`src/rtl/serial_reg_pkg.sv`:
```
package serial_reg_pkg;
  localparam int BYTE_W  = 8;
  localparam int ADDR_W  = 3;
  localparam int NUM_SRC = 2;

  // source index doubles as enable-register bit position
  localparam int SRC_RX = 0;
  localparam int SRC_TX = 1;

  localparam int CTRL_DIV_BIT = 7;
  localparam int LSR_DR_BIT   = 0;
  localparam int LSR_THRE_BIT = 5;
  localparam int LSR_TEMT_BIT = 6;

  localparam logic [ADDR_W-1:0] OFS_DATA = 3'd0;
  localparam logic [ADDR_W-1:0] OFS_IER  = 3'd1;
  localparam logic [ADDR_W-1:0] OFS_IID  = 3'd2;
  localparam logic [ADDR_W-1:0] OFS_LCR  = 3'd3;
  localparam logic [ADDR_W-1:0] OFS_MCR  = 3'd4;
  localparam logic [ADDR_W-1:0] OFS_LSR  = 3'd5;
  localparam logic [ADDR_W-1:0] OFS_MSR  = 3'd6;
  localparam logic [ADDR_W-1:0] OFS_SCR  = 3'd7;

  localparam logic [BYTE_W-1:0] IID_RX   = 8'h04;
  localparam logic [BYTE_W-1:0] IID_TX   = 8'h02;
  localparam logic [BYTE_W-1:0] IID_NONE = 8'h01;

  typedef enum logic [3:0] {
    SEL_RXDATA, SEL_DIVLO, SEL_IER, SEL_DIVHI, SEL_IID,
    SEL_LCR, SEL_MCR, SEL_LSR, SEL_ZERO
  } rdSel_e;

  typedef struct packed {
    logic   wrLcr;
    logic   wrIer;
    logic   wrMcr;
    logic   wrDivLo;
    logic   wrDivHi;
    rdSel_e rdSel;
  } regStrobe_t;
endpackage

```
`src/rtl/irq_delay_timer.sv`:
```
module irq_delay_timer #(
  parameter int DELAY = 450
) (
  input  logic clk,
  input  logic rstN,
  input  logic arm,
  input  logic cancel,
  output logic expire
);
  localparam int CW = $clog2(DELAY + 1);
  localparam logic [CW-1:0] LOAD = CW'(DELAY);
  localparam logic [CW-1:0] LAST = CW'(1);

  logic [CW-1:0] cntQ;

  always_ff @(posedge clk or negedge rstN) begin
    if (!rstN)               cntQ <= '0;
    else if (arm)            cntQ <= LOAD;
    else if (cancel)         cntQ <= '0;
    else if (cntQ != '0)     cntQ <= cntQ - LAST;
  end

  // a restart or cancel in the final cycle suppresses the expiry
  assign expire = (cntQ == LAST) && !arm && !cancel;
endmodule

```
`src/rtl/serial_reg_ctrl.sv`:
```
module serial_reg_ctrl
  import serial_reg_pkg::*;
#(
  parameter int IRQ_DELAY = 450
) (
  input  logic                 clk,
  input  logic                 rstN,
  input  logic                 busSel,
  input  logic                 busWr,
  input  logic [ADDR_W-1:0]    busAddr,
  input  logic [NUM_SRC-1:0]   ierBits,
  input  logic                 rxValid,
  input  logic                 dlab,
  input  logic [NUM_SRC-1:0]   srcEn,
  output regStrobe_t           strobe,
  output logic [NUM_SRC-1:0]   pend,
  output logic                 irq,
  output logic                 rxReady,
  output logic                 txStrobe
);
  logic rdAcc, wrAcc, dataRd, dataWr, ierWr, iidRd;
  logic recheckQ;
  logic irqQ;
  logic irqD;
  logic [NUM_SRC-1:0] pendQ, pendD;
  logic [NUM_SRC-1:0] tmrArm, tmrCancel, tmrExpire;

  assign rdAcc  = busSel && !busWr;
  assign wrAcc  = busSel && busWr;
  assign dataRd = rdAcc && (busAddr == OFS_DATA) && !dlab;
  assign dataWr = wrAcc && (busAddr == OFS_DATA) && !dlab;
  assign ierWr  = wrAcc && (busAddr == OFS_IER) && !dlab;
  assign iidRd  = rdAcc && (busAddr == OFS_IID);

  assign rxReady  = dataRd && rxValid;
  assign txStrobe = dataWr;

  always_comb begin
    strobe         = '0;
    strobe.wrLcr   = wrAcc && (busAddr == OFS_LCR);
    strobe.wrIer   = ierWr;
    strobe.wrMcr   = wrAcc && (busAddr == OFS_MCR);
    strobe.wrDivLo = wrAcc && (busAddr == OFS_DATA) && dlab;
    strobe.wrDivHi = wrAcc && (busAddr == OFS_IER) && dlab;
    case (busAddr)
      OFS_DATA: strobe.rdSel = dlab ? SEL_DIVLO : SEL_RXDATA;
      OFS_IER:  strobe.rdSel = dlab ? SEL_DIVHI : SEL_IER;
      OFS_IID:  strobe.rdSel = SEL_IID;
      OFS_LCR:  strobe.rdSel = SEL_LCR;
      OFS_MCR:  strobe.rdSel = SEL_MCR;
      OFS_LSR:  strobe.rdSel = SEL_LSR;
      default:  strobe.rdSel = SEL_ZERO;
    endcase
  end

  // timer control per source
  always_comb begin
    tmrArm[SRC_TX]    = (ierWr && ierBits[SRC_TX]) || (dataWr && srcEn[SRC_TX]);
    tmrCancel[SRC_TX] = ierWr && !ierBits[SRC_TX];
    tmrArm[SRC_RX]    = (ierWr && ierBits[SRC_RX] && rxValid) ||
                        (recheckQ && rxValid && srcEn[SRC_RX]);
    tmrCancel[SRC_RX] = ierWr && !(ierBits[SRC_RX] && rxValid);
  end

  for (genvar s = 0; s < NUM_SRC; s++) begin : gTmr
    irq_delay_timer #(.DELAY(IRQ_DELAY)) uTmr (
      .clk    (clk),
      .rstN   (rstN),
      .arm    (tmrArm[s]),
      .cancel (tmrCancel[s]),
      .expire (tmrExpire[s])
    );
  end

  always_comb begin
    pendD = pendQ;
    irqD  = irqQ;
    if (dataRd) begin
      irqD          = 1'b0;
      pendD[SRC_RX] = 1'b0;
    end
    if (dataWr) begin
      irqD          = 1'b0;
      pendD[SRC_TX] = 1'b0;
    end
    if (iidRd) pendD[SRC_TX] = 1'b0;
    for (int s = 0; s < NUM_SRC; s++) begin
      if (tmrCancel[s]) begin
        irqD     = 1'b0;
        pendD[s] = 1'b0;
      end
    end
    for (int s = 0; s < NUM_SRC; s++) begin
      if (tmrExpire[s] && srcEn[s]) begin
        irqD     = 1'b1;
        pendD[s] = 1'b1;
      end
    end
  end

  always_ff @(posedge clk or negedge rstN) begin
    if (!rstN) begin
      pendQ    <= '0;
      irqQ     <= 1'b0;
      recheckQ <= 1'b0;
    end else begin
      pendQ    <= pendD;
      irqQ     <= irqD;
      recheckQ <= dataRd;
    end
  end

  assign pend = pendQ;
  assign irq  = irqQ;
endmodule

```
`src/rtl/serial_reg_data.sv`:
```
module serial_reg_data
  import serial_reg_pkg::*;
(
  input  logic                 clk,
  input  logic                 rstN,
  input  regStrobe_t           strobe,
  input  logic [BYTE_W-1:0]    wdata,
  input  logic                 rxValid,
  input  logic [BYTE_W-1:0]    rxData,
  input  logic [NUM_SRC-1:0]   pend,
  output logic [BYTE_W-1:0]    rdata,
  output logic [BYTE_W-1:0]    txData,
  output logic                 dlab,
  output logic [NUM_SRC-1:0]   srcEn
);
  logic [BYTE_W-1:0] lcrQ, ierQ, mcrQ, divLoQ, divHiQ;
  logic [BYTE_W-1:0] iidVal, lsrVal;

  always_ff @(posedge clk or negedge rstN) begin
    if (!rstN) begin
      lcrQ   <= '0;
      ierQ   <= '0;
      mcrQ   <= '0;
      divLoQ <= '0;
      divHiQ <= '0;
    end else begin
      if (strobe.wrLcr)   lcrQ   <= wdata;
      if (strobe.wrIer)   ierQ   <= wdata;
      if (strobe.wrMcr)   mcrQ   <= wdata;
      if (strobe.wrDivLo) divLoQ <= wdata;
      if (strobe.wrDivHi) divHiQ <= wdata;
    end
  end

  always_comb begin
    if (pend[SRC_RX])      iidVal = IID_RX;
    else if (pend[SRC_TX]) iidVal = IID_TX;
    else                   iidVal = IID_NONE;
  end

  always_comb begin
    lsrVal               = '0;
    lsrVal[LSR_DR_BIT]   = rxValid;
    lsrVal[LSR_THRE_BIT] = 1'b1;
    lsrVal[LSR_TEMT_BIT] = 1'b1;
  end

  always_comb begin
    case (strobe.rdSel)
      SEL_RXDATA: rdata = rxValid ? rxData : '0;
      SEL_DIVLO:  rdata = divLoQ;
      SEL_IER:    rdata = ierQ;
      SEL_DIVHI:  rdata = divHiQ;
      SEL_IID:    rdata = iidVal;
      SEL_LCR:    rdata = lcrQ;
      SEL_MCR:    rdata = mcrQ;
      SEL_LSR:    rdata = lsrVal;
      default:    rdata = '0;
    endcase
  end

  assign txData = wdata;
  assign dlab   = lcrQ[CTRL_DIV_BIT];
  assign srcEn  = ierQ[NUM_SRC-1:0];
endmodule

```
`src/rtl/serial_reg_port.sv`:
```
module serial_reg_port
  import serial_reg_pkg::*;
#(
  parameter int IRQ_DELAY = 450
) (
  input  logic       clk,
  input  logic       rstN,
  input  logic       busSel,
  input  logic       busWr,
  input  logic [2:0] busAddr,
  input  logic [7:0] busWdata,
  output logic [7:0] busRdata,
  input  logic       rxValid,
  input  logic [7:0] rxData,
  output logic       rxReady,
  output logic       txStrobe,
  output logic [7:0] txData,
  output logic       irq
);
  regStrobe_t         strobe;
  logic [NUM_SRC-1:0] pend;
  logic [NUM_SRC-1:0] srcEn;
  logic               dlab;

  serial_reg_ctrl #(.IRQ_DELAY(IRQ_DELAY)) uCtrl (
    .clk      (clk),
    .rstN     (rstN),
    .busSel   (busSel),
    .busWr    (busWr),
    .busAddr  (busAddr),
    .ierBits  (busWdata[NUM_SRC-1:0]),
    .rxValid  (rxValid),
    .dlab     (dlab),
    .srcEn    (srcEn),
    .strobe   (strobe),
    .pend     (pend),
    .irq      (irq),
    .rxReady  (rxReady),
    .txStrobe (txStrobe)
  );

  serial_reg_data uData (
    .clk     (clk),
    .rstN    (rstN),
    .strobe  (strobe),
    .wdata   (busWdata),
    .rxValid (rxValid),
    .rxData  (rxData),
    .pend    (pend),
    .rdata   (busRdata),
    .txData  (txData),
    .dlab    (dlab),
    .srcEn   (srcEn)
  );
endmodule

```
`config.mk`:
```
export PLATFORM = sky130hd
export DESIGN_NAME = serial_reg_port
export DESIGN_NICKNAME = d
export VERILOG_FILES = /design/src/rtl/serial_reg_pkg.sv /design/src/rtl/irq_delay_timer.sv /design/src/rtl/serial_reg_ctrl.sv /design/src/rtl/serial_reg_data.sv /design/src/rtl/serial_reg_port.sv
export SDC_FILE = /design/constraint.sdc
export NUM_CORES = 1
export LEC_CHECK = 0
export CAP_MARGIN = 20
export CORE_ASPECT_RATIO = 1.25
export CORE_MARGIN = 2
export CORE_UTILIZATION = 56
export CTS_BUF_LIST = sky130_fd_sc_hd__clkbuf_8 sky130_fd_sc_hd__clkbuf_16
export CTS_CLUSTER_DIAMETER = 30
export CTS_CLUSTER_SIZE = 25
export DETAILED_ROUTE_END_ITERATION = 10
export PLACE_DENSITY = 0.8
export SLEW_MARGIN = 20
export SYNTH_ARGS = -nofsm -noshare
export SYNTH_HDL_FRONTEND = slang
export SYNTH_SLANG_ARGS = --single-unit
```
`constraint.sdc`:
```
create_clock -name clk -period 2.12 [get_ports clk]
set_clock_uncertainty 0.05 [all_clocks]
set_input_delay 0.318 -clock clk [delete_from_list [all_inputs] [get_ports clk]]
set_output_delay 0.318 -clock clk [all_outputs]
set_load 0.05 [all_outputs]
```
==> flow_summary.html <==
<table>
<tr><th>Metric</th><th>Value</th></tr>
<tr><th colspan="2">Power</th></tr>
<tr><td>Register share of total power</td><td>40.0%</td></tr>
<tr><td>Power share of the clock group</td><td>25.5%</td></tr>
<tr><td>Overall power</td><td>0.00475 W</td></tr>
<tr><td>Leakage dissipation</td><td>2.16 nW</td></tr>
<tr><td>Logic pwr share</td><td>34.4%</td></tr>
<tr><td>Ratio of total power to cell area</td><td>988 nW/um^2</td></tr>
<tr><td>Switching Share</td><td>34.2%</td></tr>
<tr><td>Sw power</td><td>0.00162 W</td></tr>
<tr><td>Worst voltage drop across the vdd grid</td><td>649 uV</td></tr>
<tr><td>Internal power</td><td>0.00312 W</td></tr>
<tr><th colspan="2">Logic synthesis</th></tr>
<tr><td>Post-synth EDFFs</td><td>0</td></tr>
<tr><td>Leading cell types by total area after synthesis</td><td>sky130_fd_sc_hd__dfrtp_1 45%, sky130_fd_sc_hd__mux2_2 11%, sky130_fd_sc_hd__nand2_1 5.3%</td></tr>
<tr><td>Total standard cell area after synthesis</td><td>3450 um^2</td></tr>
<tr><td>Count of state elements after synthesis</td><td>62</td></tr>
<tr><td>Post-synth top area cell</td><td>sky130_fd_sc_hd__dfrtp_1</td></tr>
<tr><td>Portion of synthesized cell area occupied by the leading cell type</td><td>44.9%</td></tr>
<tr><td>Cell count after synthesis</td><td>334</td></tr>
<tr><td>Async set-or-reset flop fraction in the synthesized netlist</td><td>100%</td></tr>
<tr><td>Unique cell type count in the Yosys netlist</td><td>57</td></tr>
<tr><td>Synthesis warning total</td><td>0</td></tr>
<tr><td>Post-Syn Area per Cell</td><td>10.3 um^2</td></tr>
<tr><td>Share of synthesized area occupied by flip-flops and latches</td><td>44.9%</td></tr>
<tr><td>Main synth FF type</td><td>sky130_fd_sc_hd__dfrtp_1</td></tr>
<tr><td>Post-synthesis net count</td><td>364</td></tr>
<tr><th colspan="2">STA</th></tr>
<tr><td>Final number of max-transition violations</td><td>0</td></tr>
<tr><td>Setup repair after global routing missed its margin</td><td>yes</td></tr>
<tr><td>Worst-Margin Slew</td><td>610 ps</td></tr>
<tr><td>Achievable Freq</td><td>435 MHz</td></tr>
<tr><td>Period Utilization, post-route</td><td>108%</td></tr>
<tr><td>Worst setup slack after layout</td><td>-178 ps</td></tr>
<tr><td>Final-report hold violation count</td><td>0</td></tr>
<tr><td>Min cycle time layout</td><td>2300 ps</td></tr>
<tr><td>Setup total negative slack</td><td>-608 ps</td></tr>
<tr><td>Setup-violating endpoint count in the final report</td><td>6</td></tr>
<tr><td>Worst relative slew slack</td><td>59.3%</td></tr>
<tr><th colspan="2">Clock network</th></tr>
<tr><td>Inserted Clock Buffers</td><td>9</td></tr>
<tr><td>H-tree depth</td><td>3</td></tr>
<tr><td>Clock Latency Late Sink</td><td>360 ps</td></tr>
<tr><td>Longest Clk Path Bufs</td><td>2</td></tr>
<tr><td>Buffer cell driving the clock tree root</td><td>sky130_fd_sc_hd__clkbuf_8</td></tr>
<tr><td>TritonCTS clock tree</td><td>done</td></tr>
<tr><td>Clock-pin slew reported for the worst setup and hold paths after clock tree synthesis</td><td>70 ps</td></tr>
<tr><td>Number of sinks handled by clock tree synthesis</td><td>62</td></tr>
<tr><th colspan="2">Critical path</th></tr>
<tr><td>Biggest fanout along the worst timing path</td><td>5</td></tr>
<tr><td>CP max-delay cell</td><td>sky130_fd_sc_hd__dfrtp_2</td></tr>
<tr><td>Endpoint type of the worst setup path</td><td>output port</td></tr>
<tr><td>Worst path cell trace</td><td>nor3b_4 &gt; buf_6 &gt; a32oi_2 &gt; nor2_1 &gt; or3_4 &gt; buf_12</td></tr>
<tr><td>Critical path start-end classification</td><td>register to output port</td></tr>
<tr><td>Slowest Stage Delay on Critical Path</td><td>460 ps</td></tr>
<tr><td>Worst EP arrival</td><td>1930 ps</td></tr>
<tr><td>Startpoint type of the worst setup path</td><td>register</td></tr>
<tr><td>Worst EP required</td><td>1750 ps</td></tr>
<tr><th colspan="2">Route</th></tr>
<tr><td>Antenna-violating nets left</td><td>0</td></tr>
<tr><td>Average wire per cell in the routed design</td><td>18.9 um</td></tr>
<tr><td>First DRT Iteration DRCs</td><td>213</td></tr>
<tr><td>Drt first pass iters</td><td>5</td></tr>
<tr><td>Via/cell ratio</td><td>6.00</td></tr>
<tr><td>Total number of vias</td><td>3,065</td></tr>
<tr><td>Wirelength, routed</td><td>9640 um</td></tr>
<tr><td># DRC</td><td>0</td></tr>
<tr><th colspan="2">Global route</th></tr>
<tr><td>Total overflow reported by the global router</td><td>0</td></tr>
<tr><td>Tot GR Track Use</td><td>29.7%</td></tr>
<tr><td>Number of global-route vias before repair</td><td>3,258</td></tr>
<tr><td>Global-route wire length before repair</td><td>15,200 um</td></tr>
<tr><td>Antenna violations before repair</td><td>0</td></tr>
<tr><td>Largest net degree at the start of global routing</td><td>38</td></tr>
<tr><th colspan="2">Status</th></tr>
<tr><td>Violations in the final reports</td><td>negative setup slack</td></tr>
<tr><td>Status</td><td>finished with violations</td></tr>
<tr><th colspan="2">Die</th></tr>
<tr><td>Die boundary height</td><td>91.8 um</td></tr>
<tr><td>Row count</td><td>32</td></tr>
<tr><td>Initial Utilization</td><td>56.7%</td></tr>
<tr><td>Floorplan Core Area</td><td>6090 um^2</td></tr>
<tr><td>Die width</td><td>74.2 um</td></tr>
<tr><td>Boundary Pins</td><td>43</td></tr>
<tr><td>Die footprint</td><td>6810 um^2</td></tr>
<tr><th colspan="2">Flow run</th></tr>
<tr><td>Number of max-capacitance violations reported</td><td>0</td></tr>
<tr><th colspan="2">Cells and area</th></tr>
<tr><td>Final core utilization</td><td>78.9%</td></tr>
<tr><td>Area grow syn2layout</td><td>39.1%</td></tr>
<tr><td>Number of nets in the finished design</td><td>451</td></tr>
<tr><td>Share of layout cells above drive strength 1</td><td>35.2%</td></tr>
<tr><td>Ant. Diodes</td><td>0</td></tr>
<tr><th colspan="2">Place</th></tr>
<tr><td>Detailed placer's ending HPWL</td><td>6540 um</td></tr>
<tr><td>Routability-driven placement congestion ratio</td><td>0.919</td></tr>
<tr><td># port buffers</td><td>42</td></tr>
<tr><th colspan="2">Hold path</th></tr>
<tr><td>Worst Hold Class</td><td>register to register</td></tr>
</table>
[cells in the mapped netlist (3+ instances only)]
master and instances:
sky130_fd_sc_hd__nor4_1 4, sky130_fd_sc_hd__mux2i_1 6, sky130_fd_sc_hd__ha_1 6, sky130_fd_sc_hd__xnor2_1 8, sky130_fd_sc_hd__nand2b_1 6, sky130_fd_sc_hd__mux2_2 34, sky130_fd_sc_hd__a21oi_1 12, sky130_fd_sc_hd__dfrtp_1 62
sky130_fd_sc_hd__clkbuf_1 5, sky130_fd_sc_hd__nor4b_1 3, sky130_fd_sc_hd__nand2_1 49, sky130_fd_sc_hd__or3_1 5, sky130_fd_sc_hd__o211ai_1 3, sky130_fd_sc_hd__nor2b_1 3, sky130_fd_sc_hd__a32oi_1 5, sky130_fd_sc_hd__nor2_1 22
sky130_fd_sc_hd__o21ai_0 17, sky130_fd_sc_hd__nand3_1 7, sky130_fd_sc_hd__buf_2 6, sky130_fd_sc_hd__inv_1 7, sky130_fd_sc_hd__o31ai_1 3, sky130_fd_sc_hd__a22o_1 3, sky130_fd_sc_hd__nor3_1 3, sky130_fd_sc_hd__nand4_1 4
sky130_fd_sc_hd__buf_4 9
[power groups by stage]
| stage | clock network, W | registers (W) | logic [W] |
|---|---|---|---|
| after floorplan | 0 | 0.00181 | 0.00106 |
| after global routing | 0.00128 | 0.00194 | 0.00178 |
| after CTS | 0.00122 | 0.00188 | 0.00162 |
| after detailed placement | 0 | 0.00189 | 0.00154 |
| after global placement | 0 | 0.00187 | 0.00147 |
| final | 0.00121 | 0.00190 | 0.00163 |
[repair_timing]
item | in CTS | in global routing
endpoints found under the hold margin | 25 | 0
resized for setup | 30 | 4
pin swaps | 13 | 6
setup buffers | 3 | 1
endpoints found under the setup margin | 10 | 8
hold buffers | 1 | 0
[registers in the layout, indices dropped and copies added, names as in the netlist]
signal	cells
uCtrl.gTmr.uTmr.cntQ	18
uCtrl.irq	1
uCtrl.pend	2
uCtrl.recheckQ	1
uData.divHiQ	8
uData.divLoQ	8
uData.ierQ	8
uData.lcrQ	8
uData.mcrQ	8
[layer usage]
| layer | vias up | global-route usage (%) | routed length, um |
|---|---|---|---|
| li1 | 1362 | - | - |
| met1 | 1498 | 34.3 | 3680 |
| met2 | 158 | 49.6 | 4890 |
| met3 | 47 | 6.48 | 611 |
| met4 | 0 | 17.3 | 464 |
| met5 | - | 0 | 0 |
[critical path: cells and delay by family (launching register included)]
family	cells	cell delay, ps
DFF	1	460
buffers and inverters	2	280
AOI/OAI and AO/OA	1	190
and+or+nand+nor	3	660
[worst paths after layout]
check	start	endpoint	slack [ps]	cells after the start
max	uData.lcrQ[7]$_DFFE_PN0P_	busRdata[4]	-180	6
min	uData.ierQ[5]$_DFFE_PN0N_	uData.ierQ[5]$_DFFE_PN0N_	430	2
max reg2reg	uCtrl.gTmr[0].uTmr.cntQ[0]$_DFFE_PN0P_	uCtrl.gTmr[0].uTmr.cntQ[6]$_DFFE_PN0P_	130	6
min reg2reg	uData.ierQ[5]$_DFFE_PN0N_	uData.ierQ[5]$_DFFE_PN0N_	430	2
max in group asynchronous	rstN	uData.lcrQ[7]$_DFFE_PN0P_	940	3
min in group asynchronous	rstN	uCtrl.gTmr[0].uTmr.cntQ[3]$_DFFE_PN0P_	460	2
[stage by stage]
step                      cell area, um^2  hold slack [ps]  cells  setup slack, ps
final                                4800              430    511             -178
after global routing                 4800              476    511             -209
after CTS                            4780              433    510             -181
after detailed placement             4430              306    491             -350
after global placement               4430              303    491             -306
after floorplan                      3460            -27.6    334            -10.5
[area by class of cell]
type / count / area [um^2]
clock inverters: 4 / 68.8
multi-input cells: 243 / 1820
flip-flops and latches: 62 / 1550
clock buffers: 12 / 165
well taps: 85 / 106
repair buffers: 98 / 1060
fillers: 362 / 1280
inverters: 7 / 26.3
[cell usage in the layout, fill, tap and decap left out, types with 4 or more instances in the layout]
master and n:
sky130_fd_sc_hd__a21oi_1 11, sky130_fd_sc_hd__a32oi_1 4, sky130_fd_sc_hd__buf_12 20, sky130_fd_sc_hd__buf_4 47, sky130_fd_sc_hd__buf_6 6, sky130_fd_sc_hd__clkbuf_8 12
sky130_fd_sc_hd__clkdlybuf4s50_1 20, sky130_fd_sc_hd__dfrtp_1 61, sky130_fd_sc_hd__ha_1 6, sky130_fd_sc_hd__inv_1 8, sky130_fd_sc_hd__mux2_2 33, sky130_fd_sc_hd__mux2i_1 6
sky130_fd_sc_hd__nand2_1 49, sky130_fd_sc_hd__nand2b_1 5, sky130_fd_sc_hd__nand3_1 7, sky130_fd_sc_hd__nand4_1 4, sky130_fd_sc_hd__nor2_1 22, sky130_fd_sc_hd__o21ai_0 10
sky130_fd_sc_hd__o21ai_1 4, sky130_fd_sc_hd__xnor2_1 8
[logic make-up after synthesis]
kind of cell / share of synthesized area [%]
compound gates: 11.2
xor+xnor: 2.54
fa+ha+maj: 2.17
buf+inv: 4.78
flops: 44.9
mux: 13.2
simple gates: 21.2
Power figures use the tool's default switching activity.
